$ cat src/rtl/rtc_index_port.sv
module rtc_index_port (
  input  logic       clk,
  input  logic       rst_n,
  input  logic       host_wr,
  input  logic       host_rd,
  input  logic [1:0] host_ofs,
  input  logic [7:0] host_wdata,
  output logic [7:0] host_rdata,
  input  logic       update_busy,
  input  logic       ev_periodic,
  input  logic       ev_alarm,
  input  logic       ev_update,
  output logic       irq
);
  localparam int          DEPTH = 256;
  localparam int          IW    = $clog2(DEPTH) - 1;
  localparam logic [IW-1:0] IX_RATE = 10;
  localparam logic [IW-1:0] IX_EN   = 11;
  localparam logic [IW-1:0] IX_FLG  = 12;
  localparam logic [IW-1:0] IX_VAL  = 13;

  logic [IW-1:0] idx_lo, idx_hi;
  logic [6:0]    rate;
  logic [7:0]    en;
  logic          pf, af, uf;
  logic [7:0]    mem [DEPTH];
  logic [7:0]    rmux;

  wire          data_lo = host_ofs == 2'd1;
  wire          data_hi = host_ofs == 2'd3;
  wire [IW:0]   addr    = data_hi ? {1'b1, idx_hi} : {1'b0, idx_lo};
  wire          is_ctl  = data_lo && idx_lo >= IX_RATE && idx_lo <= IX_VAL;
  wire          summ    = (pf & en[6]) | (af & en[5]) | (uf & en[4]);
  wire [7:0]    flg     = {summ, pf, af, uf, 4'b0000};
  wire          rd_flg  = host_rd && data_lo && idx_lo == IX_FLG;
  wire          ctl_wr  = host_wr && data_lo;

  assign irq = summ;

  always_comb begin
    case (host_ofs)
      2'd0: rmux = {1'b0, idx_lo};
      2'd2: rmux = {1'b0, idx_hi};
      default: begin
        if (is_ctl) begin
          case (idx_lo)
            IX_RATE: rmux = {update_busy, rate};
            IX_EN:   rmux = en;
            IX_FLG:  rmux = flg;
            default: rmux = 8'h80;
          endcase
        end else begin
          rmux = mem[addr];
        end
      end
    endcase
  end

  always_ff @(posedge clk or negedge rst_n) begin
    if (!rst_n) begin
      idx_lo     <= '0;
      idx_hi     <= '0;
      rate       <= '0;
      en         <= '0;
      pf         <= 1'b0;
      af         <= 1'b0;
      uf         <= 1'b0;
      host_rdata <= '0;
    end else begin
      if (host_wr && host_ofs == 2'd0) idx_lo <= host_wdata[IW-1:0];
      if (host_wr && host_ofs == 2'd2) idx_hi <= host_wdata[IW-1:0];
      if (ctl_wr && idx_lo == IX_RATE) rate <= host_wdata[6:0];
      if (ctl_wr && idx_lo == IX_EN)   en   <= host_wdata;
      pf <= (pf & ~rd_flg) | ev_periodic;
      af <= (af & ~rd_flg) | ev_alarm;
      uf <= (uf & ~rd_flg) | ev_update;
      if (host_rd) host_rdata <= rmux;
    end
  end

  always_ff @(posedge clk) begin
    if (host_wr && (data_lo || data_hi) && !is_ctl) mem[addr] <= host_wdata;
  end

  a_r12_index_latch: assert property (@(posedge clk) disable iff (!rst_n)
    host_wr && host_ofs == 2'd0 |=> idx_lo == $past(host_wdata[IW-1:0]));

  a_r7_clear_on_read: assert property (@(posedge clk) disable iff (!rst_n)
    rd_flg && !ev_periodic && !ev_alarm && !ev_update |=> flg == 8'h00);

  a_r8_event_kept: assert property (@(posedge clk) disable iff (!rst_n)
    rd_flg && ev_alarm |=> af);

  a_r10_valid_const: assert property (@(posedge clk) disable iff (!rst_n)
    host_rd && data_lo && idx_lo == IX_VAL |=> host_rdata == 8'h80);

  a_r4_busy_bit: assert property (@(posedge clk) disable iff (!rst_n)
    host_rd && data_lo && idx_lo == IX_RATE |=> host_rdata[7] == $past(update_busy));

  a_r11_irq_raise: assert property (@(posedge clk) disable iff (!rst_n)
    ev_update && en[4] && !(ctl_wr && idx_lo == IX_EN) |=> irq);
endmodule

$ cat config.mk
export PLATFORM = sky130hd
export DESIGN_NAME = rtc_index_port
export DESIGN_NICKNAME = d
export VERILOG_FILES = /design/src/rtl/rtc_index_port.sv
export SDC_FILE = /design/constraint.sdc
export NUM_CORES = 2
export LEC_CHECK = 0
export BUFFER_PORTS_ARGS = -buffer_cell sky130_fd_sc_hd__buf_2
export CAP_MARGIN = 10
export CELL_PAD_IN_SITES_DETAIL_PLACEMENT = 1
export CELL_PAD_IN_SITES_GLOBAL_PLACEMENT = 1
export CORE_ASPECT_RATIO = 0.5
export CORE_MARGIN = 3
export CORE_UTILIZATION = 45
export CTS_CLUSTER_DIAMETER = 150
export DETAILED_ROUTE_END_ITERATION = 16
export MAX_ROUTING_LAYER = met4
export PLACE_DENSITY_LB_ADDON = 0.1
export SETUP_SLACK_MARGIN = 0.05
export SLEW_MARGIN = 20
export SYNTH_ARGS = -nofsm -noshare
export SYNTH_HDL_FRONTEND = slang
export SYNTH_SLANG_ARGS = --single-unit
$ cat constraint.sdc
create_clock -name clk -period 6.7 [get_ports clk]
set_input_delay 0.67 -clock clk [delete_from_list [all_inputs] [get_ports clk]]
set_output_delay 0.67 -clock clk [all_outputs]
set_load 0.05 [all_outputs]
## Word-level counts from Yosys, hierarchy flattened

Memory sizes are Yosys's and may differ from the RTL's.
Cells that the tools add are included.

| storage, ports and cells | value |
|---|---|
| register bits after elaboration | 40 |
| RAM bits | 2048 |
| input bits | 18 |
| output and inout port bits | 9 |
| word-level logic and storage cells | 49 |
| memories kept | 1 |

Memories:

| name | words | bits a word | rd ports | clocked after memory_dff | write ports | RTL line | RTL |
|---|---|---|---|---|---|---|---|
| mem | 256 | 8 | 1 | 0 | 1 | 26 | `logic [7:0] mem [DEPTH];` |

| operators by class | value |
|---|---|
| order comparisons | 2 |
| equal/unequal tests | 6 |
| mux-type cells | 6 |
| bitwise operators | 12 |
| reductions and logical operators | 14 |

Operators by type and width:

| cell | number |
|---|---|
| $pmux W8 S3 | 1 |
| $eq A7 B4 Y1 const B | 3 |
| $mux W8 | 2 |
| $pmux W8 S2 | 1 |
| $logic_and A1 B1 Y1 | 11 |
| $ge A7 B4 Y1 const B | 1 |
| $le A7 B4 Y1 const B | 1 |
| $and A1 B1 Y1 | 6 |
| $or A1 B1 Y1 | 5 |
| $eq A2 B2 Y1 const B | 2 |
| $eq A2 B1 Y1 const B | 1 |
| $logic_not A2 Y1 | 1 |
| $mux W1 | 2 |
| $logic_not A1 Y1 | 1 |
| $logic_or A1 B1 Y1 | 1 |
| $not A1 Y1 | 1 |

## Logic depth before layout (Yosys ltp)

| logic depth | value |
|---|---|
| depth in word-level cells | 7 |
| gate-level depth with buffers | 15 |
| depth with buffers taken out | 10 |

## Worst setup path after synthesis

Ideal clock, no wire load.

| timing | value |
|---|---|
| kind | input-to-reg |
| start | input host_ofs[0] |
| end | memory mem[102][0] (enable) |
| library setup time | 0.370 ns |
| data arrival time | 2.855 ns |
| setup slack | 3.474 ns |
| stages | 10 |
| path buffers | 5 |
| cell sequence | buf_2 and2_1 buf_6 mux2_2 clkbuf_1 nor2_1 clkbuf_1 nand2_1 clkbuf_1 nor2_1 |

| between the ends | value |
|---|---|
| cells in the longest elaborated chain, start to end | 7 |

RTL lines:

| element | RTL line | RTL |
|---|---|---|
| start: declaration | 6 | `input logic [1:0] host_ofs,` |
| $eq A2 B1 Y1 | 29 | `wire data_lo = host_ofs == 2'd1;` |
| $logic_and A1 B1 Y1 (2 in a row) | 32 | `wire is_ctl = data_lo && idx_lo >= IX_RATE && idx_lo <= IX_VAL;` |
| $logic_not A1 Y1 | 82 | `if (host_wr && (data_lo \|\| data_hi) && !is_ctl) mem[addr] <= host_wdata;` |
| $logic_and A1 B1 Y1 | 82 |  |
| $mux W1 | 82 |  |
| $mux W1 (implied by the code) | 82 |  |
| end: declaration | 26 |  |

Parallel ways exist; a longest one is shown, timed or not.

## Final worst setup path

| timing | value |
|---|---|
| start | register idx_lo[0] |
| end | register host_rdata[1] |

| between the ends | value |
|---|---|
| cells in the longest elaborated chain, start to end | 5 |

RTL lines:

| element | RTL line | RTL |
|---|---|---|
| start: declaration | 22 | `logic [IW-1:0] idx_lo, idx_hi;` |
| start signal: assignment | 70 | `if (host_wr && host_ofs == 2'd0) idx_lo <= host_wdata[IW-1:0];` |
| parallel branches: the longest is 3 deep, another holds $mem_v2 Z256 W8 | n/a |  |
| $mux W8 (*) | 45 | `if (is_ctl) begin` |
| $pmux W8 S2 (*) | 41 | `case (host_ofs)` |
| end signal: assignment | 77 | `if (host_rd) host_rdata <= rmux;` |
| end: declaration | 8 | `output logic [7:0] host_rdata,` |

Mark *: on every way between the ends.
A chain may end at the register's enable or synchronous reset.

==> parameters.txt <==
Parameter                              Value

Route
  Remaining antenna violation count after routing ... 0
  Remaining DRCs ... 0
  Total via count after detailed routing ... 47262
  Total wirelength of the detailed-routed design ... 253000 um
  Routed length per instance ... 35.4 um
  Number of detailed-routing iterations run before antenna repair ... 5
  Post-detailed-route via-to-cell ratio ... 6.62
  Violation count after the first detailed-route iteration ... 7267

Placement
  Number of instances in the placed design ... 6795
  Placed instance area ... 82000 um^2
  Half-perimeter wire length after detailed placement ... 152000 um
  Place WS ... 1030 ps
  Port Buffers ... 26
  Final GP Congestion ... 0.900

Worst setup path
  Worst Setup Start Kind ... register
  Worst Setup End Kind ... register
  Arrival time of the worst setup path ... 6030 ps
  Maximum fanout along the worst path ... 34
  Beginning of the worst register-to-register path ... idx_lo[0]
  Worst R2R Path Depth ... 12
  Flop2flop setup slack ... 1420 ps
  Type of the setup path with the least slack ... reg2reg
  Data required time at the worst endpoint ... 7450 ps
  Critical register-to-register path endpoint ... host_rdata[1]

CTS
  Maximum root-to-sink buffer count ... 4
  Clk pin slew, worst setup/hold paths ... 70 ps
  Clock tree from TritonCTS ... yes
  Clock Sinks ... 2088
  Worst-skew pair later-pin latency ... 830 ps
  Level count of the clock H-tree ... 4
  CTS Root Cell ... sky130_fd_sc_hd__clkbuf_16
  Postcts setup bufs ... 0
  Num CTS Buffers ... 192
  Post_cts resized ... 0

Yosys
  Dominant register cell in the synthesized netlist ... sky130_fd_sc_hd__edfxtp_1
  Most frequently used cell type in the post-synthesis netlist ... sky130_fd_sc_hd__edfxtp_1
  Share of the synthesized area in the top cell type ... 78.6%
  Share of the yosys chip area belonging to registers ... 79.9%
  Dominant cell type by area after synthesis ... sky130_fd_sc_hd__edfxtp_1
  Number of cells produced by synthesis ... 4607
  Top post-synthesis cells by count ... sky130_fd_sc_hd__edfxtp_1, sky130_fd_sc_hd__a22oi_1, sky130_fd_sc_hd__nor2_1
  Post-synthesis register bit count ... 2088
  Cell area after technology mapping ... 78300 um^2
  Distinct cell type count after synthesis ... 49
  Top post-synthesis cells by area ... sky130_fd_sc_hd__edfxtp_1, sky130_fd_sc_hd__a22oi_1, sky130_fd_sc_hd__o22ai_1, sky130_fd_sc_hd__a221oi_1, sky130_fd_sc_hd__nor2_1
  Post-synthesis async set-or-reset flop share ... 1.92%
  Mean post-synth cell area ... 17.0 um^2
  Total number of yosys warnings ... 0
  EDFF count, synth ... 2048

STA
  Count of final hold-check violations ... 0
  Number of max-slew violations in the final report ... 0
  Worst-case hold slack ... 51.5 ps
  Worst-Margin Slew ... 1170 ps
  Setup repair after global routing missed its margin ... false
  Final period utilization ... 78.8%
  Worst max-slew margin expressed relative to the limit ... 22.0%
  Setup Viol. Count Final ... 0
  Least setup slack across all paths after layout ... 1420 ps
  Final min period ... 5280 ps
  Final Skew ... 27.9 ps
  Upper clock frequency limit ... 0.189 GHz
  Setup TNS ... 0 ps

Power and ir drop
  Internal cell power ... 21.6 mW
  Overall Power ... 30.3 mW
  Pwr per Cell Area ... 344 nW/um^2
  NetSw ... 8.70 mW
  Clock Power Share ... 35.1%
  Worst ir drop on vdd ... 0.000190 V
  Sequential power share ... 48.0%
  Switching power share of the total ... 28.7%
  Gate power share ... 16.9%
  Total leakage power ... 27.1 nW

Layout
  Post-layout nets ... 4721
  Fraction of layout cells with a size suffix above 1 ... 11.5%
  Final instance area ... 87900 um^2
  Synth-to-layout area growth ... 12.4%
  Area taken by multi-input logic gates ... 14500 um^2
  Final standard cell utilization of the core ... 51.3%
  Area of all sequential standard cells ... 62500 um^2
  Fillcell total ... 15697
  Number of non-filler instances in the completed layout ... 7143

Global route
  Wire length of the first global-routing pass ... 357000 um
  Leftover overflow at the end of global routing ... 0
  Pin count of the biggest net entering global routing ... 179
  Initial antenna violation count ... 21
  Tot GR Track Use ... 28.7%
  Via count of the first global-routing pass ... 46647

Die
  Number of top-level pins ... 27
  Number of cell rows ... 107
  Die footprint ... 179000 um^2
  Core Area ... 171000 um^2
  Horiz. Die Dim ... 596 um
  Die Span Y ... 301 um
  Effective utilization at floorplan ... 45.6%

Worst hold path
  Depth of the worst hold-timing path ... 2
  Worst min-delay path startpoint ... ev_update
  End of the worst hold path ... uf
  Class of the tightest hold or removal check ... in2reg

Status
  Run status ... finished clean

Flow run
  Max-cap check violation count ... 0
-- state kept, by name, summed over array words and instances (netlist names) --
name and count:
pf 1, uf 1, idx_hi 7, en 8, rate 7, mem 2048
host_rdata 8, af 1, idx_lo 7
-- power by group through the flow --
stage / clock network, mW / registers (mW) / logic [mW]
floorplan: 0 / 14.8 / 2.43
global placement: 0 / 14.8 / 4.95
detailed placement: 0 / 14.8 / 5.00
CTS: 10.7 / 14.5 / 5.02
global route: 11.3 / 14.5 / 5.32
finish: 10.6 / 14.5 / 5.13
-- final cells by class --
cell class	count	share of cell area (%)
inverters	6	0.0256
clock inverters	98	0.861
clock buffers	240	5.79
multi-input cells	2185	16.5
repair buffers	230	2.51
diodes	7	0.0199
well taps	2289	3.26
flip-flops and latches	2088	71.1
-- layout by cell type (no fill, tap or decap), drive strengths merged, types with 7 or more instances in the layout --
| master | instances |
|---|---|
| buf | 226 |
| bufinv | 11 |
| a311oi | 67 |
| o21ai | 85 |
| and3 | 69 |
| edfxtp | 2048 |
| clkbuf | 242 |
| nor4 | 14 |
| a221oi | 123 |
| nor3 | 49 |
| nand4 | 13 |
| o221ai | 13 |
| o22ai | 228 |
| a21oi | 61 |
| nand2 | 48 |
| clkinv | 81 |
| mux2 | 37 |
| mux2i | 15 |
| nand3 | 166 |
| a221o | 8 |
| dfrtp | 40 |
| a31oi | 72 |
| diode | 7 |
| a22oi | 659 |
| a22o | 114 |
| conb | 32 |
| nor2 | 278 |
-- layer usage --
metal / track usage [%] / part of all wire, % / vias to the layer above
met5: - / 0 / -
met4: 5.43 / 1.8 / 0
met3: 6.30 / 11 / 318
met2: 41.1 / 44 / 2505
met1: 42.4 / 44 / 25096
li1: - / - / 19343
-- cells by family after synthesis --
logic type | after synthesis | share of synthesized area [%]
XOR/XNOR | 1 | 0.0112
other | 1 | 0.00479
multiplexers | 52 | 0.756
AND/OR/NAND/NOR | 651 | 3.84
AO/OA/AOI/OAI | 1449 | 13.5
buffers and inverters | 365 | 2.02
flip-flops | 2088 | 79.9
-- worst max-delay path, cell delays in order (launching register included) --
cell	delay, ps
sky130_fd_sc_hd__dfrtp_1	800
sky130_fd_sc_hd__nand2_1	240
sky130_fd_sc_hd__o21ai_4	730
sky130_fd_sc_hd__buf_12	330
sky130_fd_sc_hd__buf_4	360
sky130_fd_sc_hd__a22oi_1	150
sky130_fd_sc_hd__and3_1	200
sky130_fd_sc_hd__a311oi_1	400
sky130_fd_sc_hd__a31oi_1	270
sky130_fd_sc_hd__o22ai_1	690
sky130_fd_sc_hd__o22ai_1	380
sky130_fd_sc_hd__mux2_2	390
sky130_fd_sc_hd__a31oi_1	160
-- worst max-delay path by stage --
stage                      from       endpoint  depth (start not counted)
floorplan           host_ofs[0]    mem[102][0]                         10
global placement    host_ofs[1]    mem[204][5]                          8
detailed placement  host_ofs[1]  host_rdata[1]                         12
CTS                   idx_lo[0]  host_rdata[1]                         12
global route          idx_lo[0]  host_rdata[1]                         12
finish                idx_lo[0]  host_rdata[1]                         12
-- repair_timing --
action                                  4_1_cts  5_1_grt
hold buffers                                  2        0
hold endpoints to repair                     40        0
endpoints found under the setup margin        0        0
Note: power is estimated with default switching activity, not from simulation.
